--- src/rtl/dma_addr_pkg.sv ---
package dma_addr_pkg;
  typedef enum logic {
    DIR_UP = 1'b0,
    DIR_DN = 1'b1
  } step_dir_e;

  typedef enum logic {
    XFER_BYTE = 1'b0,
    XFER_WORD = 1'b1
  } xfer_w_e;

  localparam int unsigned N_WIN = 2;  // one counting window per transfer width
endpackage

--- src/rtl/dma_addr_stepper.sv ---
module dma_addr_stepper
  import dma_addr_pkg::*;
#(
  parameter int unsigned ADDR_W = 24,
  parameter int unsigned LOW_W  = 16
) (
  input  logic [ADDR_W-1:0] addr_i,
  input  step_dir_e         dir_i,
  input  xfer_w_e           width_i,
  output logic [ADDR_W-1:0] next_o
);
  localparam logic [LOW_W-1:0] ONE_N = LOW_W'(1);

  logic [ADDR_W-1:0] cand [N_WIN];

  // window g counts bits [g+LOW_W-1:g]; all other bits pass through
  for (genvar g = 0; g < N_WIN; g++) begin : g_win
    logic [LOW_W-1:0] cnt_q;
    logic [LOW_W-1:0] cnt_d;
    always_comb begin
      cnt_q = addr_i[g +: LOW_W];
      cnt_d = (dir_i == DIR_DN) ? cnt_q - ONE_N : cnt_q + ONE_N;
      cand[g] = addr_i;
      cand[g][g +: LOW_W] = cnt_d;
    end
  end

  assign next_o = (width_i == XFER_WORD) ? cand[1] : cand[0];
endmodule

--- src/rtl/dma_addr_reg.sv ---
module dma_addr_reg #(
  parameter int unsigned ADDR_W = 24
) (
  input  logic              clk_i,
  input  logic              rst_ni,
  input  logic              load_i,
  input  logic [ADDR_W-1:0] load_val_i,
  input  logic              step_i,
  input  logic [ADDR_W-1:0] step_val_i,
  output logic [ADDR_W-1:0] q_o
);
  always_ff @(posedge clk_i or negedge rst_ni) begin
    if (!rst_ni)     q_o <= '0;
    else if (load_i) q_o <= load_val_i;  // load beats step
    else if (step_i) q_o <= step_val_i;
  end
endmodule

--- src/rtl/dma_page_addr_gen.sv ---
module dma_page_addr_gen
  import dma_addr_pkg::*;
#(
  parameter int unsigned ADDR_W = 24,
  parameter int unsigned LOW_W  = 16,
  localparam int unsigned PAGE_W = ADDR_W - LOW_W
) (
  input  logic              clk_i,
  input  logic              rst_ni,
  input  logic              load_i,
  input  logic [PAGE_W-1:0] page_i,
  input  logic [LOW_W-1:0]  base_i,
  input  logic              dir_dn_i,
  input  logic              wide_i,
  input  logic              step_i,
  output logic [ADDR_W-1:0] addr_o
);
  logic [ADDR_W-1:0] step_val;

  dma_addr_stepper #(
    .ADDR_W(ADDR_W),
    .LOW_W (LOW_W)
  ) i_stepper (
    .addr_i (addr_o),
    .dir_i  (step_dir_e'(dir_dn_i)),
    .width_i(xfer_w_e'(wide_i)),
    .next_o (step_val)
  );

  dma_addr_reg #(
    .ADDR_W(ADDR_W)
  ) i_reg (
    .clk_i     (clk_i),
    .rst_ni    (rst_ni),
    .load_i    (load_i),
    .load_val_i({page_i, base_i}),
    .step_i    (step_i),
    .step_val_i(step_val),
    .q_o       (addr_o)
  );
endmodule

--- config.mk ---
export PLATFORM = sky130hd
export DESIGN_NAME = dma_page_addr_gen
export DESIGN_NICKNAME = d
export VERILOG_FILES = /design/src/rtl/dma_addr_pkg.sv /design/src/rtl/dma_addr_stepper.sv /design/src/rtl/dma_addr_reg.sv /design/src/rtl/dma_page_addr_gen.sv
export SDC_FILE = /design/constraint.sdc
export NUM_CORES = 1
export LEC_CHECK = 0
export BUFFER_PORTS_ARGS = -buffer_cell sky130_fd_sc_hd__buf_2
export CAP_MARGIN = 40
export CORE_MARGIN = 2
export CORE_UTILIZATION = 52
export CTS_CLUSTER_SIZE = 25
export DETAILED_ROUTE_END_ITERATION = 6
export PLACE_DENSITY = 0.87
export SLEW_MARGIN = 25
export SYNTH_ARGS = -nofsm -noshare
export SYNTH_HDL_FRONTEND = slang
export SYNTH_SLANG_ARGS = --single-unit
--- constraint.sdc ---
create_clock -name clk_i -period 3.54 [get_ports clk_i]
set_clock_uncertainty 0.2 [all_clocks]
set_input_delay 0 -clock clk_i [delete_from_list [all_inputs] [get_ports clk_i]]
set_output_delay 0 -clock clk_i [all_outputs]
set_load 0.005 [all_outputs]
# --- Word level (Yosys, flattened, before mapping) ---
# Index checks and enable logic that the tools add are counted.
totals:
  reg_bits: 24
  elab_cells: 18
  in_bits: 30
  output_inout_bits: 24
op_classes:
  add_sub_neg: 4
  n_mux: 5
  eq_ne: 1
  n_reduce_logical: 4
ops:
  columns: ["cell", "n"]
  rows:
  - ["$mux 17", 2]
  - ["$add 16x1->16 const B", 2]
  - ["$mux 16", 2]
  - ["$sub 16x1->16 const B", 2]
  - ["$mux 24", 1]
  - ["$reduce_and 2->1", 2]
  - ["$reduce_bool 2->1", 2]
  - ["$ne 2x2->1 const B", 1]

# --- Longest topological paths before layout ---
# Gate-level depths: netlist of run 1.
logic_depth:
  depth_word: 5
  depth_mapped: 9
  depth_no_buf: 8

# --- Cells and area by module ---
# From an unflattened synthesis of run 1, not the netlist that was laid out.
unflattened:
  cells_unflattened: 240
  hier_area_um2: 2140.8
by_module_without_submodules:
  columns: ["mod", "cells_per_inst", "instances", "seq_area_each_um2", "area_each_um2"]
  rows:
  - ["dma_addr_reg", 104, 1, 600.6, 1127.3]
  - ["dma_addr_stepper", 136, 1, 0.0, 1013.5]

# --- Worst setup path after synthesis of run 1 ---
# No wires, ideal clock.
synth_path:
  path_kind: "reg2reg"
  startpoint: "register i_reg.q_o[1]"
  endpoint: "register i_reg.q_o[8]"
  synth_period_minus_slack_ns: 2.388
  path_slack_ns: 1.152
  arrival_ns: 2.051
  t_required_ns: 3.204
  setup_time_ns: 0.136
  path_stages_with_launch: 9
  path_cell_list: "dfrtp_1 fa_1 mux2_4 a21o_1 a21oi_2 o21bai_1 xnor2_1 a211oi_1 a21oi_1"
synth_between:
  elab_chain_cells: 5
  elab_cells_between_ends: 9
synth_lines:
  columns: ["element", "line_no", "source"]
  rows:
  - ["start, declared", "dma_addr_reg.sv:10", "output logic [ADDR_W-1:0] q_o"]
  - ["start signal, assigned", "dma_addr_reg.sv:14", "else if (load_i) q_o <= load_val_i;"]
  - ["start signal, assigned", "dma_addr_reg.sv:15", "else if (step_i) q_o <= step_val_i;"]
  - ["$add 16x1->16 / $sub 16x1->16 (equally long branches)", "dma_addr_stepper.sv:22", "cnt_d = (dir_i == DIR_DN) ? cnt_q - ONE_N : cnt_q + ONE_N;"]
  - ["$mux 16", "dma_addr_stepper.sv:22", null]
  - ["$mux 17 (*)", "dma_addr_stepper.sv:28", "assign next_o = (width_i == XFER_WORD) ? cand[1] : cand[0];"]
  - ["$mux 17 (*)", "dma_addr_reg.sv:15", null]
  - ["$mux 24 (*)", "dma_addr_reg.sv:14", null]
# Every way passes the cells marked *; elsewhere a longest branch is shown, timed or not. The select of a mux whose other input is x is not followed.
# A chain may end at the register's enable or synchronous reset.

# --- Worst setup path in the final report of run 1 ---
layout_path:
  startpoint: "register i_reg.q_o[1]"
  endpoint: "register i_reg.q_o[6]"
# The elaborated chain is that of the path after synthesis.

==> results of run 1 <==
[cell usage after synthesis]
library cell	number
and3_2	1
buf_6	2
and2_1	1
nand2_1	18
a221oi_1	1
o2111ai_1	1
nand3_1	3
o311ai_2	1
o21bai_1	2
a211oi_1	4
a22oi_1	7
dfrtp_1	24
o21a_1	2
a21o_1	5
a31oi_1	2
a21oi_1	19
xnor2_1	7
o21ai_2	1
a311oi_1	1
inv_1	7
clkbuf_1	3
nand2b_1	3
nor2b_1	3
ha_1	15
a211o_1	1
fa_1	2
o21ai_1	3
nor2_1	10
and3_1	1
mux2_2	8
mux2_4	1
mux2i_1	4
a211oi_2	1
o21ai_0	18
nand4_1	2
buf_2	1
or3_1	1
xor2_1	9
o31ai_4	2
a21oi_2	1
[worst min-delay path: cells and delay by family]
| family | cells | cell delay (ns) |
|---|---|---|
| AND/OR/NAND/NOR | 1 | 0.12 |
| buffers and inverters | 1 | 0.30 |
| AO/OA/AOI/OAI | 1 | 0.07 |
[worst min path at each step]
| stage | from | endpoint | slack [ns] | cells past startpoint |
|---|---|---|---|---|
| 3_5_place_dp | rst_ni | i_reg.q_o[0] | -0.18 | 1 |
| 5_1_grt | step_i | i_reg.q_o[2] | 0.01 | 3 |
| 4_1_cts | load_i | i_reg.q_o[3] | 0.003 | 3 |
| 6_report | load_i | i_reg.q_o[3] | -0.004 | 3 |
| 3_3_place_gp | rst_ni | i_reg.q_o[0] | -0.18 | 1 |
| 2_1_floorplan | rst_ni | i_reg.q_o[0] | -0.50 | 0 |
[repair_timing]
item	CTS	global route
setup endpoints to repair	0	0
endpoints found under the hold margin	48	0
hold buffers	35	0
buffers inserted	0	0
[routing by layer]
| layer | up-vias | share of wire [%] | global-route usage, % |
|---|---|---|---|
| met4 | 0 | 1.1 | 6.522 |
| met5 | - | 0 | 0 |
| met2 | 55 | 51 | 44.92 |
| met3 | 4 | 4.0 | 3.169 |
| met1 | 835 | 44 | 31.21 |
| li1 | 899 | - | - |
[power by group]
| part | internal, mW | switching, mW |
|---|---|---|
| clock | 0.114 | 0.0891 |
| sequential | 0.316 | 0.0362 |
| combinational | 0.261 | 0.275 |
[logic make-up (layout without fill, tap and decap cells)]
family,after synthesis,count (layout),share of synthesized area (%)
AO/OA/AOI/OAI,72,72,26.14
XOR/XNOR,16,16,7.527
adder cells (fa/ha/maj),17,17,12.23
buffers and inverters,13,99,3.494
flip-flops,24,24,32.26
multiplexers,13,13,7.796
AND/OR/NAND/NOR,43,43,10.55
[per-stage QoR]
step | hold slack, ns | setup slack (ns)
floorplan | -0.4956 | 1.152
global placement | -0.1806 | 1.037
detailed placement | -0.1763 | 1.007
CTS | 0.002534 | 0.4393
global route | 0.01233 | 0.2421
finish | -0.004276 | 0.3933
[area by class of cell]
class / instances / area [um^2] / share of cell area, %
Multi-Input combinational cell: 161 / 1196 / 46.75
Timing Repair Buffer: 88 / 625.6 / 24.45
Sequential cell: 24 / 600.6 / 23.47
Tap cell: 46 / 57.56 / 2.249
Clock inverter: 1 / 30.03 / 1.174
Inverter: 7 / 26.28 / 1.027
Clock buffer: 3 / 22.52 / 0.8802
==> flow_summary.yaml, run 1 <==
placement:
  post_dp_cell_area_mm2: 0.002146
  dp.final_hpwl_mm: 3.159
  finalWeightedCongestion: 0.9051
  placed_cells_incl_taps: 291
  io_buffers: 53
yosys:
  synth-seq-area-share_pct: 32.26
  syn-mean-instance-area_um2: 9.403
  synthTopCellsByArea: "dfrtp_1 (32%), ha_1 (10%), a21oi_1 (5.1%)"
  synth_cell_types: 40
  yosysTopAreaCell: "dfrtp_1"
  ys_ff_latch: 24
  yosys_warnings: 0
  netlist_area_mm2: 0.001862
  synth_top_cell_area_share_pct: 32.26
  syn_inst: 198
  syn_nets: 245
final_layout:
  largest_register_ff_count: 24
  stdcell_count: 330
  final_common_cell: "buf_2"
  mostFrequentLayoutCells: "buf_2 (53), dlygate4sd3_1 (34), dfrtp_1 (24)"
  area_growth_syn_to_layout_pct: 37.43
  drive_gt1_share_pct: 26.06
  nets: 332
  largestRegisters: "i_reg.q_o: 24 flops"
  design_area_mm2: 0.002559
  regMostFlops: "i_reg.q_o"
  fill_cells: 245
  fin_util_pct: 75.49
  antenna-diode-count: 0
clocking:
  root_buffer: "clkbuf_4"
  cts_resized: 0
  h-tree-depth: 1
  clk_path_buf_depth: 2
  clk_latency_ns: 0.32
  cts_buffers: 3
  clk_pin_slew_worst_paths_ns: 0.14
  tritoncts: "yes"
  cts_sinks: 24
routing:
  dr.first_iter.drc_count: 73
  drt_first_pass_iters: 5
  routed_wire_length_per_instance_um: 14.47
  drc_errors: 0
  drtAntennaViolNets: 0
  vias: 1793
  viasPerCell: 5.433
  drt_wl_total_mm: 4.774
critical_path:
  reg2regPathDepth: 9
  crit_chain: "fa_1 -> mux2_4 -> a21o_1 -> a21oi_2 -> o21ai_0 -> xor2_1 -> mux2i_1 -> o21ai_0 -> dlygate4sd3_1"
  r2r_end: "i_reg.q_o[6]"
  end_kind: "register"
  cp.required_ns: 3.56
  crit_path_end: "i_reg.q_o[6]"
  worst_ep_arrival_time_ns: 3.17
  max_stage_delay_ns: 0.58
  crit_path_start: "i_reg.q_o[1]"
  r2r_start: "i_reg.q_o[1]"
  path_class: "register to register"
  r2r_slack_ns: 0.39
  crit_path_start_kind: "register"
  critPathTopFamily: "compound AO/OA/AOI/OAI gates"
  cpMaxStageDelayCell: "dlygate4sd3_1"
  cp_num_buf_inv: 1
  crit_top_cell: "o21ai_0"
  worstSetupPathDepth: 9
  cp_max_fo: 8
floorplan:
  row_count: 21
  coreArea_mm2: 0.003390
  die_x_um: 63.84
  pin_count: 54
  die_h_um: 63.84
  initial_core_util_pct: 54.93
  dieArea_mm2: 0.004075
power:
  cellLeakagePower_nw: 1.201
  ir_drop_mv: 0.3067
  total_power_mw: 1.092
  power_density_mw_per_mm2: 426.8
grt:
  antenna_found_initial: 0
  grt_overflow: 0
  track_usage_pct: 24.94
  grt_pass1_vias: 1802
  grt_start_max_net_pins: 37
  grt_pass1_wl_mm: 8.086
timing:
  tightest_slew_ns: 0.6164
  slew_viol_final: 0
  period_needed_ns: 3.147
  rsz0062_at_grt: "no"
  fin_tns_setup_ns: 0
  clock.fmax_ghz: 0.3178
  relSlewSlack_pct: 58.90
  finalCritPeriodShare_pct: 88.89
  holdWs_ns: -0.004276
  finalHoldViolCount: 1
  finalSetupViolCount: 0
run:
  drv_cap: 0
outcome:
  violations: "hold timing"
  outcome: "finished with violations"
min_path:
  min_path_type: "input pin to register"
(Power assumes the default switching activity.)
==> inputs of run 2 (changes only) <==
HOLD_SLACK_MARGIN = 0.03   (was not set)
==> flow_summary.yaml, run 2 (synthesized netlist as in run 1, its figures left out) <==
placement:
  post-place-ws_ns: 1.007
  dp.final_hpwl_mm: 3.159
  finalWeightedCongestion: 0.9051
  io_buffers: 53
power:
  cellLeakagePower_nw: 1.221
  ir_drop_mv: 0.3025
  power_density_mw_per_mm2: 418.0
final_layout:
  drive_gt1_share_pct: 25.43
  final_common_cell: "buf_2"
  antenna-diode-count: 0
  largestRegisters: "i_reg.q_o: 24 flops"
  nets: 339
  area_growth_syn_to_layout_pct: 41.20
  largest_register_ff_count: 24
  regMostFlops: "i_reg.q_o"
  fin_util_pct: 77.56
  fill_cells: 228
  mostFrequentLayoutCells: "buf_2 (53), dlygate4sd3_1 (41), dfrtp_1 (24)"
critical_path:
  r2r_end: "i_reg.q_o[8]"
  cp_num_buf_inv: 1
  path_class: "register to register"
  end_kind: "register"
  crit_path_end: "i_reg.q_o[8]"
  r2r_start: "i_reg.q_o[1]"
  max_stage_delay_ns: 0.59
  cp_max_fo: 8
  worst_ep_arrival_time_ns: 3.13
  critPathTopFamily: "compound AO/OA/AOI/OAI gates"
  cpMaxStageDelayCell: "dlygate4sd3_1"
  r2r_slack_ns: 0.42
  crit_path_start_kind: "register"
  worstSetupPathDepth: 9
  cp.required_ns: 3.56
  crit_chain: "fa_1 -> mux2_4 -> a21o_1 -> a21oi_2 -> o21bai_1 -> xnor2_1 -> a211oi_1 -> a21oi_1 -> dlygate4sd3_1"
  reg2regPathDepth: 9
  crit_path_start: "i_reg.q_o[1]"
clocking:
  tritoncts: "yes"
  clk_latency_ns: 0.32
  postCtsHoldBufs: 42
  post_cts_buffers: 0
  clk_path_buf_depth: 2
  h-tree-depth: 1
  cts_resized: 0
  cts_sinks: 24
  root_buffer: "clkbuf_4"
  cts_buffers: 3
  clk_pin_slew_worst_paths_ns: 0.13
timing:
  fin_tns_setup_ns: 0
  period_needed_ns: 3.116
  fin_ws_ns: 0.4239
  finalHoldViolCount: 0
  slew_viol_final: 0
  holdWs_ns: 0.06001
  finalSetupViolCount: 0
  finalCritPeriodShare_pct: 88.02
  clock.fmax_ghz: 0.3209
  relSlewSlack_pct: 57.56
  rsz0062_at_grt: "no"
  tightest_slew_ns: 0.6366
grt:
  grt_pass1_wl_mm: 8.176
  track_usage_pct: 25.36
  grt_pass1_vias: 1872
  grt_overflow: 0
  antenna_found_initial: 0
  grt_start_max_net_pins: 37
outcome:
  outcome: "completed"
floorplan:
  die_x_um: 63.84
  pin_count: 54
  dieArea_mm2: 0.004075
  die_h_um: 63.84
  row_count: 21
  coreArea_mm2: 0.003390
  initial_core_util_pct: 54.93
routing:
  drt_first_pass_iters: 4
  drt_wl_total_mm: 4.910
  viasPerCell: 5.448
  routed_wire_length_per_instance_um: 14.57
  vias: 1836
  drc_errors: 0
  dr.first_iter.drc_count: 90
  drtAntennaViolNets: 0
min_path:
  min_path_cells: 5
  min_from: "wide_i"
  min_path_type: "input pin to register"
run:
  drv_cap: 0
run 2: per-stage QoR:
stage / instance area [um^2] / std cells / power [mW]
finish: 2629 / 337 / 1.099
global route: 2629 / 337 / 1.178
CTS: 2629 / 337 / 1.095
detailed placement: 2146 / 291 / 0.8365
global placement: 2146 / 291 / 0.8187
floorplan: 1862 / 198 / 0.7064
run 2: final cells by class:
class / count / area, um^2 / area share [%]
Multi-Input combinational cell: 161 / 1196 / 45.50
Timing Repair Buffer: 95 / 695.7 / 26.46
Sequential cell: 24 / 600.6 / 22.85
Tap cell: 46 / 57.56 / 2.189
Clock inverter: 1 / 30.03 / 1.142
Inverter: 7 / 26.28 / 0.9995
Clock buffer: 3 / 22.52 / 0.8567
run 2: worst min-delay path, stage by stage:
cell and delay [ns]:
buf_2 0.16, nand2_1 0.09, nor2_1 0.10, a221oi_1 0.06, o21ai_0 0.15
run 2: how the worst min path moves through the flow:
stage                     to  slack, ns
2_1_floorplan   i_reg.q_o[0]      -0.50
3_3_place_gp    i_reg.q_o[0]      -0.18
3_5_place_dp    i_reg.q_o[0]      -0.18
4_1_cts         i_reg.q_o[1]       0.04
5_1_grt        i_reg.q_o[12]       0.09
6_report        i_reg.q_o[1]       0.06
run 2: metal layers:
metal | share of wire (%) | track usage [%]
met4 | 1.6 | 7.065
met1 | 43 | 30.87
met3 | 3.9 | 3.169
met5 | 0 | 0
met2 | 52 | 46.48
run 2: where the power goes:
part | leakage (nW) | switching (mW) | internal (mW) | total, mW
logic | 0.909 | 0.277 | 0.268 | 0.545
clock network | 0.0279 | 0.0881 | 0.115 | 0.203
registers | 0.285 | 0.0358 | 0.316 | 0.351
